## src/rtl/osc_ctrl_pkg.sv

```systemverilog
package osc_ctrl_pkg;

  localparam int unsigned OFF_CTRL  = 'h00;
  localparam int unsigned OFF_SETUP = 'h04;
  localparam int unsigned OFF_TRIM  = 'h08;
  localparam int unsigned OFF_STAT  = 'h0C;
  localparam int unsigned OFF_FLAGS = 'h10;
  localparam int unsigned OFF_MASK  = 'h14;
  localparam int unsigned OFF_BUSY  = 'h18;
  localparam int unsigned OFF_KEY   = 'h1C;

  localparam logic [15:0] UNLOCK_KEY = 16'd6688;

  localparam int unsigned NFLAG   = 4;
  localparam int unsigned FL_RDY  = 0;
  localparam int unsigned FL_RISE = 1;
  localparam int unsigned FL_FALL = 2;
  localparam int unsigned FL_FAIL = 3;

  typedef struct packed {
    logic fail_wake;
    logic fail_det;
    logic no_demand;
    logic force_en;
  } ctrl_t;

  typedef struct packed {
    logic [2:0] tmo;
    logic [1:0] mode;
    logic       hi_amp;
    logic       agc;
  } setup_t;

  typedef struct packed {
    logic [1:0] gain;
    logic [6:0] tune;
  } trim_t;

  // start-up wait in oscillator ticks for each code
  function automatic logic [16:0] tmo_ticks(input logic [2:0] code);
    logic [16:0] n;
    case (code)
      3'd0:    n = 17'd2;
      3'd1:    n = 17'd256;
      default: n = 17'd1 << (32'(code) + 8);
    endcase
    return n;
  endfunction

endpackage

```

## src/rtl/osc_startup.sv

```systemverilog
module osc_startup
  import osc_ctrl_pkg::*;
#(
  parameter int unsigned CNT_W = 16
) (
  input  logic       clk,
  input  logic       rst,
  input  logic       force_en,
  input  logic       no_demand,
  input  logic       demand_req,
  input  logic       osc_tick,
  input  logic [2:0] tmo_code,
  output logic       osc_en,
  output logic       osc_rdy
);

  logic             want_en;
  logic [CNT_W-1:0] cnt_q;
  logic [CNT_W-1:0] last_cnt;
  logic [16:0]      ticks;

  assign want_en  = force_en | (demand_req & ~no_demand);
  assign ticks    = tmo_ticks(tmo_code);
  assign last_cnt = CNT_W'(ticks - 17'd1);

  always_ff @(posedge clk) begin
    if (rst) begin
      osc_en  <= 1'b0;
      osc_rdy <= 1'b0;
      cnt_q   <= '0;
    end else begin
      osc_en <= want_en;
      if (!want_en || !osc_en) begin
        osc_rdy <= 1'b0;
        cnt_q   <= '0;
      end else if (osc_tick && !osc_rdy) begin
        if (cnt_q == last_cnt) begin
          osc_rdy <= 1'b1;
        end else begin
          cnt_q <= cnt_q + 1'b1;
        end
      end
    end
  end

endmodule

```

## src/rtl/osc_irq.sv

```systemverilog
module osc_irq
  import osc_ctrl_pkg::*;
#(
  parameter int unsigned SYNC_N = 2
) (
  input  logic             clk,
  input  logic             rst,
  input  logic             osc_rdy,
  input  logic             clk_present,
  input  logic             osc_fail,
  input  logic             fail_det,
  input  logic [NFLAG-1:0] flag_clr,
  input  logic [NFLAG-1:0] mask,
  output logic [NFLAG-1:0] flags,
  output logic             irq
);

  logic [SYNC_N-1:0] sync_q;
  logic              pres_q;
  logic              rdy_q;
  logic              pres_s;
  logic [NFLAG-1:0]  set_v;

  assign pres_s = sync_q[SYNC_N-1];

  always_comb begin
    set_v          = '0;
    set_v[FL_RDY]  = osc_rdy & ~rdy_q;
    set_v[FL_RISE] = pres_s & ~pres_q;
    set_v[FL_FALL] = ~pres_s & pres_q;
    set_v[FL_FAIL] = osc_fail & fail_det;
  end

  always_ff @(posedge clk) begin
    if (rst) begin
      sync_q <= '0;
      pres_q <= 1'b0;
      rdy_q  <= 1'b0;
      flags  <= '0;
      irq    <= 1'b0;
    end else begin
      sync_q <= {sync_q[SYNC_N-2:0], clk_present};
      pres_q <= pres_s;
      rdy_q  <= osc_rdy;
      flags  <= (flags & ~flag_clr) | set_v;
      irq    <= |(flags & mask);
    end
  end

endmodule

```

## src/rtl/osc_regs.sv

```systemverilog
module osc_regs
  import osc_ctrl_pkg::*;
#(
  parameter int unsigned ADDR_W = 8
) (
  input  logic              clk,
  input  logic              rst,
  input  logic [ADDR_W-1:0] bus_addr,
  input  logic              bus_wr,
  input  logic [31:0]       bus_wdata,
  input  logic              bus_rd,
  output logic [31:0]       bus_rdata,
  input  logic              osc_tick,
  input  logic              osc_en,
  input  logic              osc_rdy,
  input  logic [NFLAG-1:0]  flags,
  output ctrl_t             ctrl_q,
  output setup_t            setup_q,
  output trim_t             trim_q,
  output logic [NFLAG-1:0]  mask_q,
  output logic [NFLAG-1:0]  flag_clr,
  output logic              locked_q,
  output logic              busy_q
);

  logic hit_ctrl, hit_setup, hit_trim, hit_flags, hit_mask, hit_key;
  logic forced_off;
  logic wr_ctrl, wr_setup, wr_trim;
  logic unused_bits;

  assign hit_ctrl  = bus_addr == ADDR_W'(OFF_CTRL);
  assign hit_setup = bus_addr == ADDR_W'(OFF_SETUP);
  assign hit_trim  = bus_addr == ADDR_W'(OFF_TRIM);
  assign hit_flags = bus_addr == ADDR_W'(OFF_FLAGS);
  assign hit_mask  = bus_addr == ADDR_W'(OFF_MASK);
  assign hit_key   = bus_addr == ADDR_W'(OFF_KEY);

  assign forced_off = ctrl_q.no_demand & ~ctrl_q.force_en;
  assign wr_ctrl    = bus_wr & hit_ctrl & ~locked_q;
  assign wr_setup   = bus_wr & hit_setup & ~locked_q & forced_off;
  assign wr_trim    = bus_wr & hit_trim & ~locked_q & ~busy_q;
  assign flag_clr   = (bus_wr & hit_flags) ? bus_wdata[NFLAG-1:0] : '0;
  assign unused_bits = ^bus_wdata[31:16];

  always_ff @(posedge clk) begin
    if (rst) begin
      ctrl_q   <= '0;
      setup_q  <= '0;
      trim_q   <= '0;
      mask_q   <= '0;
      locked_q <= 1'b0;
      busy_q   <= 1'b0;
    end else begin
      if (wr_ctrl) begin
        ctrl_q <= '{fail_wake: bus_wdata[5], fail_det: bus_wdata[4],
                    no_demand: bus_wdata[1], force_en: bus_wdata[0]};
      end
      if (wr_setup) begin
        setup_q <= '{tmo: bus_wdata[10:8], mode: bus_wdata[5:4],
                     hi_amp: bus_wdata[1], agc: bus_wdata[0]};
      end
      if (wr_trim) begin
        trim_q <= '{gain: bus_wdata[9:8], tune: bus_wdata[6:0]};
      end
      if (bus_wr && hit_mask) begin
        mask_q <= bus_wdata[NFLAG-1:0];
      end
      if (bus_wr && hit_key) begin
        locked_q <= (bus_wdata[15:0] != UNLOCK_KEY);
      end
      if (wr_trim) begin
        busy_q <= 1'b1;
      end else if (osc_tick) begin
        busy_q <= 1'b0;
      end
    end
  end

  always_ff @(posedge clk) begin
    if (rst) begin
      bus_rdata <= '0;
    end else if (bus_rd) begin
      unique case (32'(bus_addr))
        OFF_CTRL:  bus_rdata <= {26'b0, ctrl_q.fail_wake, ctrl_q.fail_det, 2'b0,
                                 ctrl_q.no_demand, ctrl_q.force_en};
        OFF_SETUP: bus_rdata <= {21'b0, setup_q.tmo, 2'b0, setup_q.mode, 2'b0,
                                 setup_q.hi_amp, setup_q.agc};
        OFF_TRIM:  bus_rdata <= {22'b0, trim_q.gain, 1'b0, trim_q.tune};
        OFF_STAT:  bus_rdata <= {locked_q, 14'b0, osc_en, 15'b0, osc_rdy};
        OFF_FLAGS: bus_rdata <= {{(32-NFLAG){1'b0}}, flags};
        OFF_MASK:  bus_rdata <= {{(32-NFLAG){1'b0}}, mask_q};
        OFF_BUSY:  bus_rdata <= {31'b0, busy_q};
        default:   bus_rdata <= '0;
      endcase
    end
  end

endmodule

```

## src/rtl/osc_startup_ctrl.sv

```systemverilog
module osc_startup_ctrl
  import osc_ctrl_pkg::*;
#(
  parameter int unsigned ADDR_W = 8,
  parameter int unsigned CNT_W  = 16,
  parameter int unsigned SYNC_N = 2
) (
  input  logic              clk,
  input  logic              rst,
  input  logic [ADDR_W-1:0] bus_addr,
  input  logic              bus_wr,
  input  logic [31:0]       bus_wdata,
  input  logic              bus_rd,
  output logic [31:0]       bus_rdata,
  input  logic              osc_tick,
  input  logic              demand_req,
  input  logic              clk_present,
  input  logic              osc_fail,
  output logic              osc_en,
  output logic              osc_rdy,
  output logic              irq
);

  ctrl_t            ctrl_q;
  setup_t           setup_q;
  trim_t            trim_q;
  logic [NFLAG-1:0] mask_q;
  logic [NFLAG-1:0] flag_clr;
  logic [NFLAG-1:0] flags_q;
  logic             locked_q;
  logic             busy_q;
  logic             unused_trim;

  assign unused_trim = ^{trim_q, busy_q};

  osc_regs #(.ADDR_W(ADDR_W)) u_regs (
    .clk(clk), .rst(rst), .bus_addr(bus_addr), .bus_wr(bus_wr),
    .bus_wdata(bus_wdata), .bus_rd(bus_rd), .bus_rdata(bus_rdata),
    .osc_tick(osc_tick), .osc_en(osc_en), .osc_rdy(osc_rdy), .flags(flags_q),
    .ctrl_q(ctrl_q), .setup_q(setup_q), .trim_q(trim_q), .mask_q(mask_q),
    .flag_clr(flag_clr), .locked_q(locked_q), .busy_q(busy_q)
  );

  osc_startup #(.CNT_W(CNT_W)) u_start (
    .clk(clk), .rst(rst), .force_en(ctrl_q.force_en),
    .no_demand(ctrl_q.no_demand), .demand_req(demand_req),
    .osc_tick(osc_tick), .tmo_code(setup_q.tmo),
    .osc_en(osc_en), .osc_rdy(osc_rdy)
  );

  osc_irq #(.SYNC_N(SYNC_N)) u_irq (
    .clk(clk), .rst(rst), .osc_rdy(osc_rdy), .clk_present(clk_present),
    .osc_fail(osc_fail), .fail_det(ctrl_q.fail_det), .flag_clr(flag_clr),
    .mask(mask_q), .flags(flags_q), .irq(irq)
  );

endmodule

```

## config.mk

```make
export PLATFORM = sky130hd
export DESIGN_NAME = osc_startup_ctrl
export DESIGN_NICKNAME = d
export VERILOG_FILES = /design/src/rtl/osc_ctrl_pkg.sv /design/src/rtl/osc_startup.sv /design/src/rtl/osc_irq.sv /design/src/rtl/osc_regs.sv /design/src/rtl/osc_startup_ctrl.sv
export SDC_FILE = /design/constraint.sdc
export NUM_CORES = 1
export LEC_CHECK = 0
export CAP_MARGIN = 20
export CORE_AREA = 2 2 83 85
export DETAILED_ROUTE_END_ITERATION = 10
export DIE_AREA = 0 0 85 87
export DONT_BUFFER_PORTS = 1
export PLACE_DENSITY = 0.66
export SYNTH_ARGS = -nofsm -noshare
export SYNTH_HDL_FRONTEND = slang
export SYNTH_SLANG_ARGS = --single-unit
```

## constraint.sdc

```tcl
create_clock -name clk -period 1.9 [get_ports clk]
set_input_delay 0 -clock clk [delete_from_list [all_inputs] [get_ports clk]]
set_output_delay 0 -clock clk [all_outputs]
set_load 0.05 [all_outputs]
```

---- After elaboration in Yosys (flattened, before gate mapping) ----
Index checks and enable logic that the tools add are counted.
word-level totals
  register bits ........................... 85
  bits in latches ......................... 0
  memory bits (writable) .................. 0
  bits in read-only memories .............. 0
  bits of input ports ..................... 48
  output and inout port bits .............. 35
  word-level logic and storage cells ...... 83
  memories kept ........................... 0
operators by class
  $add $sub $neg .......................... 3
  multiply operators ...................... 0
  divide/modulo/power cells ............... 0
  order comparisons ....................... 0
  equality and inequality tests ........... 10
  shift-type cells ........................ 1
  multiplexer cells ....................... 5
  bitwise operators ....................... 28
  reduce and logical (&&, ||, !) cells .... 14
operators by type and width
  cell                                                                    number
  32-bit one-hot mux with 7 select lines                                  1
  8-bit by 5-bit equality test with 1-bit output (second input constant)  4
  16-bit one-hot mux with 2 select lines                                  1
  16-bit by 1-bit adder with 16-bit output (second input constant)        1
  16-bit equality test                                                    1
  8-bit by 4-bit equality test with 1-bit output (second input constant)  2
  16-bit by 13-bit != test with 1-bit output (second input constant)      1
  1-bit by 5-bit left shift with 16-bit output (first input constant)     1
  16-bit by 1-bit subtractor with 16-bit output (second input constant)   1
  1-bit bitwise AND                                                       15
  4-bit bitwise AND                                                       2
  8-bit by 3-bit equality test with 1-bit output (second input constant)  1
  8-bit zero test                                                         1
  1-bit NOT                                                               8
  3-bit by 4-bit adder with 5-bit output (second input constant)          1
  4-bit two-way mux                                                       1
  4-bit NOT                                                               1
  4-bit OR                                                                1
  2-bit AND reduction                                                     2
  4-bit OR reduction                                                      1
  3-bit by 1-bit equality test with 1-bit output (second input constant)  1
  1-bit logical AND                                                       3
  1-bit zero test                                                         3
  3-bit zero test                                                         1
  other kinds (5)                                                         6

---- Longest topological paths before layout ----
  depth after elaboration ................. 7
  mapped depth ............................ 8
  mapped depth without buffers ............ 7

---- Hierarchy ----
From an unflattened synthesis, not the netlist that was laid out.
second synthesis, totals
  cells, all modules ...................... 377
  area total of the unflattened synthesis .. 3525.9 um^2
by module, submodules not included
  module       instances  cells an instance  area an instance (um^2)  sequential area each (um^2)
  osc_regs     1          202                1975.6                   760.7
  osc_startup  1          146                1228.7                   360.3
  osc_irq      1          29                 321.6                    180.2

---- Least setup slack after synthesis ----
No wires, ideal clock.
  kind .................................... register -> register
  start point ............................. reg u_start.cnt_q[4]
  end point ............................... reg u_start.cnt_q[11]
  setup time .............................. 0.115 ns
  data arrival time ....................... 1.839 ns
  required time ........................... 1.785 ns
  path slack .............................. -0.053 ns
  cell stages (with the launch flop) ...... 8
  buffers on the path ..................... 1
  period minus slack after synthesis ...... 1.953 ns
  cells stage by stage .................... dfxtp_1 > or4_1 > o41ai_2 > o221ai_2 > o21ai_4 > buf_6 > nor3_1 > o21a_1
between the ends
  word-level cells in the longest chain between the ends .. 3
  elaborated cells between the ends (all ways) .. 4
  classes of those cells .................. add/sub: 1; eq/ne: 1; bitwise: 1; reduce/logical: 1
RTL lines
  element                                                                                           line               source
  start, declared                                                                                   osc_startup.sv:18  logic [CNT_W-1:0] cnt_q;
  start signal, assigned                                                                            osc_startup.sv:40  cnt_q <= cnt_q + 1'b1;
  parallel branches: the longest is 3 deep, another holds 16-bit by 1-bit adder with 16-bit output  -
Several ways; the timed one is not identified.
A chain may end at the register's enable or synchronous reset.

---- Worst setup path in the final report ----
  start point ............................. reg u_start.cnt_q[12]
  end point ............................... reg u_start.cnt_q[2]
between the ends
  word-level cells in the longest chain between the ends .. 3
RTL lines
  element                               line               source
  16-bit equality test                  osc_startup.sv:37  if (cnt_q == last_cnt) begin
  1-bit NOT (no source line)            -
  2-bit AND reduction (no source line)  -
No other way between the ends.

==> results_dict.tcl <==
set metrics [dict create \
    worst-r2r-setup-slack_ns -0.18 \
    cts_sinks 65 \
    synth_cells 359 \
    core_area_um2 6570 \
    synth_area_leaders "dfxtp_1 (41%), mux2i_1 (8.5%), nor2_1 (5.2%)" \
    detail-route-antenna-nets 0 \
    worst-r2r-cell-count 7 \
    place_ws_ns -0.175 \
    crit_end "u_start.cnt_q[2]" \
    grt_overflow_total 0 \
    first_pass_iters 4 \
    dieArea_um2 7400 \
    crit_fanout 8 \
    multiInputGateArea_um2 1840 \
    failed_checks "negative setup slack" \
    cts_htree_levels 3 \
    yosys-top-cells-count "dfxtp_1 (65), nor2_1 (44), mux2i_1 (27)" \
    dp_cells 458 \
    cp-end-kind "flop" \
    rsz0062_at_grt "yes" \
    cp_data_required_time_ns 2.10 \
    worstReg2RegEnd "u_start.cnt_q[2]" \
    worstPathArrival_ns 2.28 \
    regArea_um2 1310 \
    critPathLaunch "u_start.cnt_q[12]" \
    fp.dieW_um 85 \
    synth_edf_count 0 \
    grt_pass1_wl_mm 13.8 \
    crit_type "reg -> reg" \
    synth_top_area_cell "dfxtp_1" \
    synth-main-ff-cell "dfxtp_1" \
    maxSlewHeadroom_pct 63.3 \
    first_global_vias 2970 \
    grt_max_degree 32 \
    ios 83 \
    fillers 529 \
    dp_hpwl_mm 5.55 \
    critPathLaunchType "flop" \
    tritoncts "built" \
    synth.most_common_cell "dfxtp_1" \
    routed_via_density 5.67 \
    hold_class "in -> reg" \
    drv_slew 0 \
    yosysWarnings 0 \
    io_buffer_count 0 \
    setup_tns_ns -1.78 \
    setup_slack_ns -0.177 \
    clk_pin_slew_worst_paths_ns 0.07 \
    peakVddDrop_uv 636 \
    antenna_found_initial 0 \
    synthArstFlopShare_pct 0 \
    wirelength_mm 8.44 \
    cts-root-buf "clkbuf_8" \
    place.gp.congestion 0.848 \
    setup_viol 16 \
    clock_path_buffers 2 \
    die_h_um 87 \
    syn-cell-area_um2 3180 \
    power_density_nw_per_um2 670 \
    drive_gt1_share_pct 23.8 \
    yosys.area.top_type_share_pct 40.9 \
    fin_util_pct 63.0 \
    worst_slew_pin_slew_ns 0.549 \
    clock_latency_ns 0.34 \
    vias 2888 \
    start_util_pct 48.4 \
    area_growth_pct 30.1 \
    antenna_cells 0 \
    yosys_register_bits 65 \
    hold_viol_final 0 \
    ys_seq_area_share_pct 40.9 \
    outcome "complete, but fails checks" \
    syn_area_per_cell_um2 8.86 \
    wl_per_cell_um 16.6 \
    fin_crit_sh_pct 109 \
    r2r_start "u_start.cnt_q[12]" \
    synthDistinctLibCells 56 \
    drt_iter0_markers 145 \
    final_nets 474 \
    gr-usage-all-layers_pct 23.5 \
    leakagePower_uw 0.00164 \
    fmax_ghz 0.482 \
    min_period_ns 2.08 \
    rows 30 \
    fin_skew_ns 0.0123 \
    cts-buffers-inserted 9 \
    drc 0 \
    finalNonFillerCells 509 \
    cap_violations 0 \
]
==> flip-flops by register name, indices dropped and copies added, names as in the netlist <==
name / count
u_start.cnt_q: 16
u_irq.rdy_q: 1
u_regs.setup_q: 7
u_irq.flags: 4
u_regs.mask_q: 4
u_irq.sync_q: 2
u_regs.trim_q: 9
u_irq.pres_q: 1
u_regs.ctrl_q: 4
u_start.osc_en: 1
u_regs.busy_q: 1
u_regs.locked_q: 1
u_start.osc_rdy: 1
u_regs.bus_rdata: 12
u_irq.irq: 1
==> metrics by stage <==
step	instance area, um2	power (uW)	hold slack (ns)
2_1_floorplan	3260	1600	0.128
3_3_place_gp	3400	1550	0.0758
3_5_place_dp	3400	1560	0.0763
4_1_cts	4000	2780	0.0113
5_1_grt	4140	2860	0.00586
6_report	4140	2770	0.0242
==> layout make-up <==
class,instances,share of cell area (%)
clock buffers,12,3.75
clock inverters,3,0.968
inverters,3,0.272
multi-input cells,272,44.4
flip-flops and latches,65,31.7
well taps,80,2.42
repair buffers,74,16.4
==> layer usage <==
metal  wire (um)  GRT usage (%)
met5           0              0
met2        4490           43.0
met4         121           7.79
met1        3290           25.7
met3         534           7.39
==> kinds of logic (layout without fill, tap and decap cells) <==
family	Yosys count	after routing	share of synthesized area, %
xor+xnor	3	3	0.827
buf+inv	41	92	8.07
mux	32	32	10.6
simple gates	146	146	24.6
fa+ha+maj	1	1	0.393
other cells	1	20	0.118
compound gates	70	70	14.4
flops	65	65	40.9
==> where the power goes <==
part / internal, uW / switching [uW]
clock: 667 / 511
sequential: 1370 / 3.71
combinational: 69.6 / 154
total: 2100 / 669
==> layout by cell type, fill, tap and decap left out, types with 5 or more instances in the layout <==
cell type	n
o21ai_1	5
buf_4	34
mux2i_1	27
nor2_1	42
dfxtp_1	60
nand2_1	21
dlygate4sd3_1	34
o21ai_0	10
conb_1	20
a22oi_1	6
buf_6	5
a21oi_1	25
clkbuf_8	11
nand2b_1	9
nor2b_1	10
or4_4	7
nand3_1	13
==> critical path, cell delays in order (launching register included) <==
cell and delay (ns):
dfxtp_4 0.37, nor4_1 0.38, o311ai_2 0.14, a221o_2 0.43, buf_4 0.16, o211ai_1 0.22, xor2_1 0.19, nor2_1 0.06
==> worst min-delay path by stage <==
stage | from | to | slack (ns) | depth (start not counted)
final | bus_addr[2] | u_regs.bus_rdata[4] | 0.02 | 3
after detailed placement | rst | u_regs.bus_rdata[9] | 0.08 | 1
after floorplan | clk_present | u_irq.sync_q[0] | 0.13 | 1
after global routing | bus_addr[4] | u_regs.bus_rdata[0] | 0.006 | 3
after CTS | bus_addr[4] | u_regs.bus_rdata[0] | 0.01 | 3
after global placement | rst | u_regs.bus_rdata[16] | 0.08 | 1
==> timing repair <==
item                                   4_1_cts  5_1_grt
hold buffers                                34        0
gates resized for setup                     15       27
setup buffers                                1        0
setup endpoints to repair                   16       27
pin swaps                                   18        7
endpoints found under the hold margin       49        0
(Power assumes the default switching activity.)
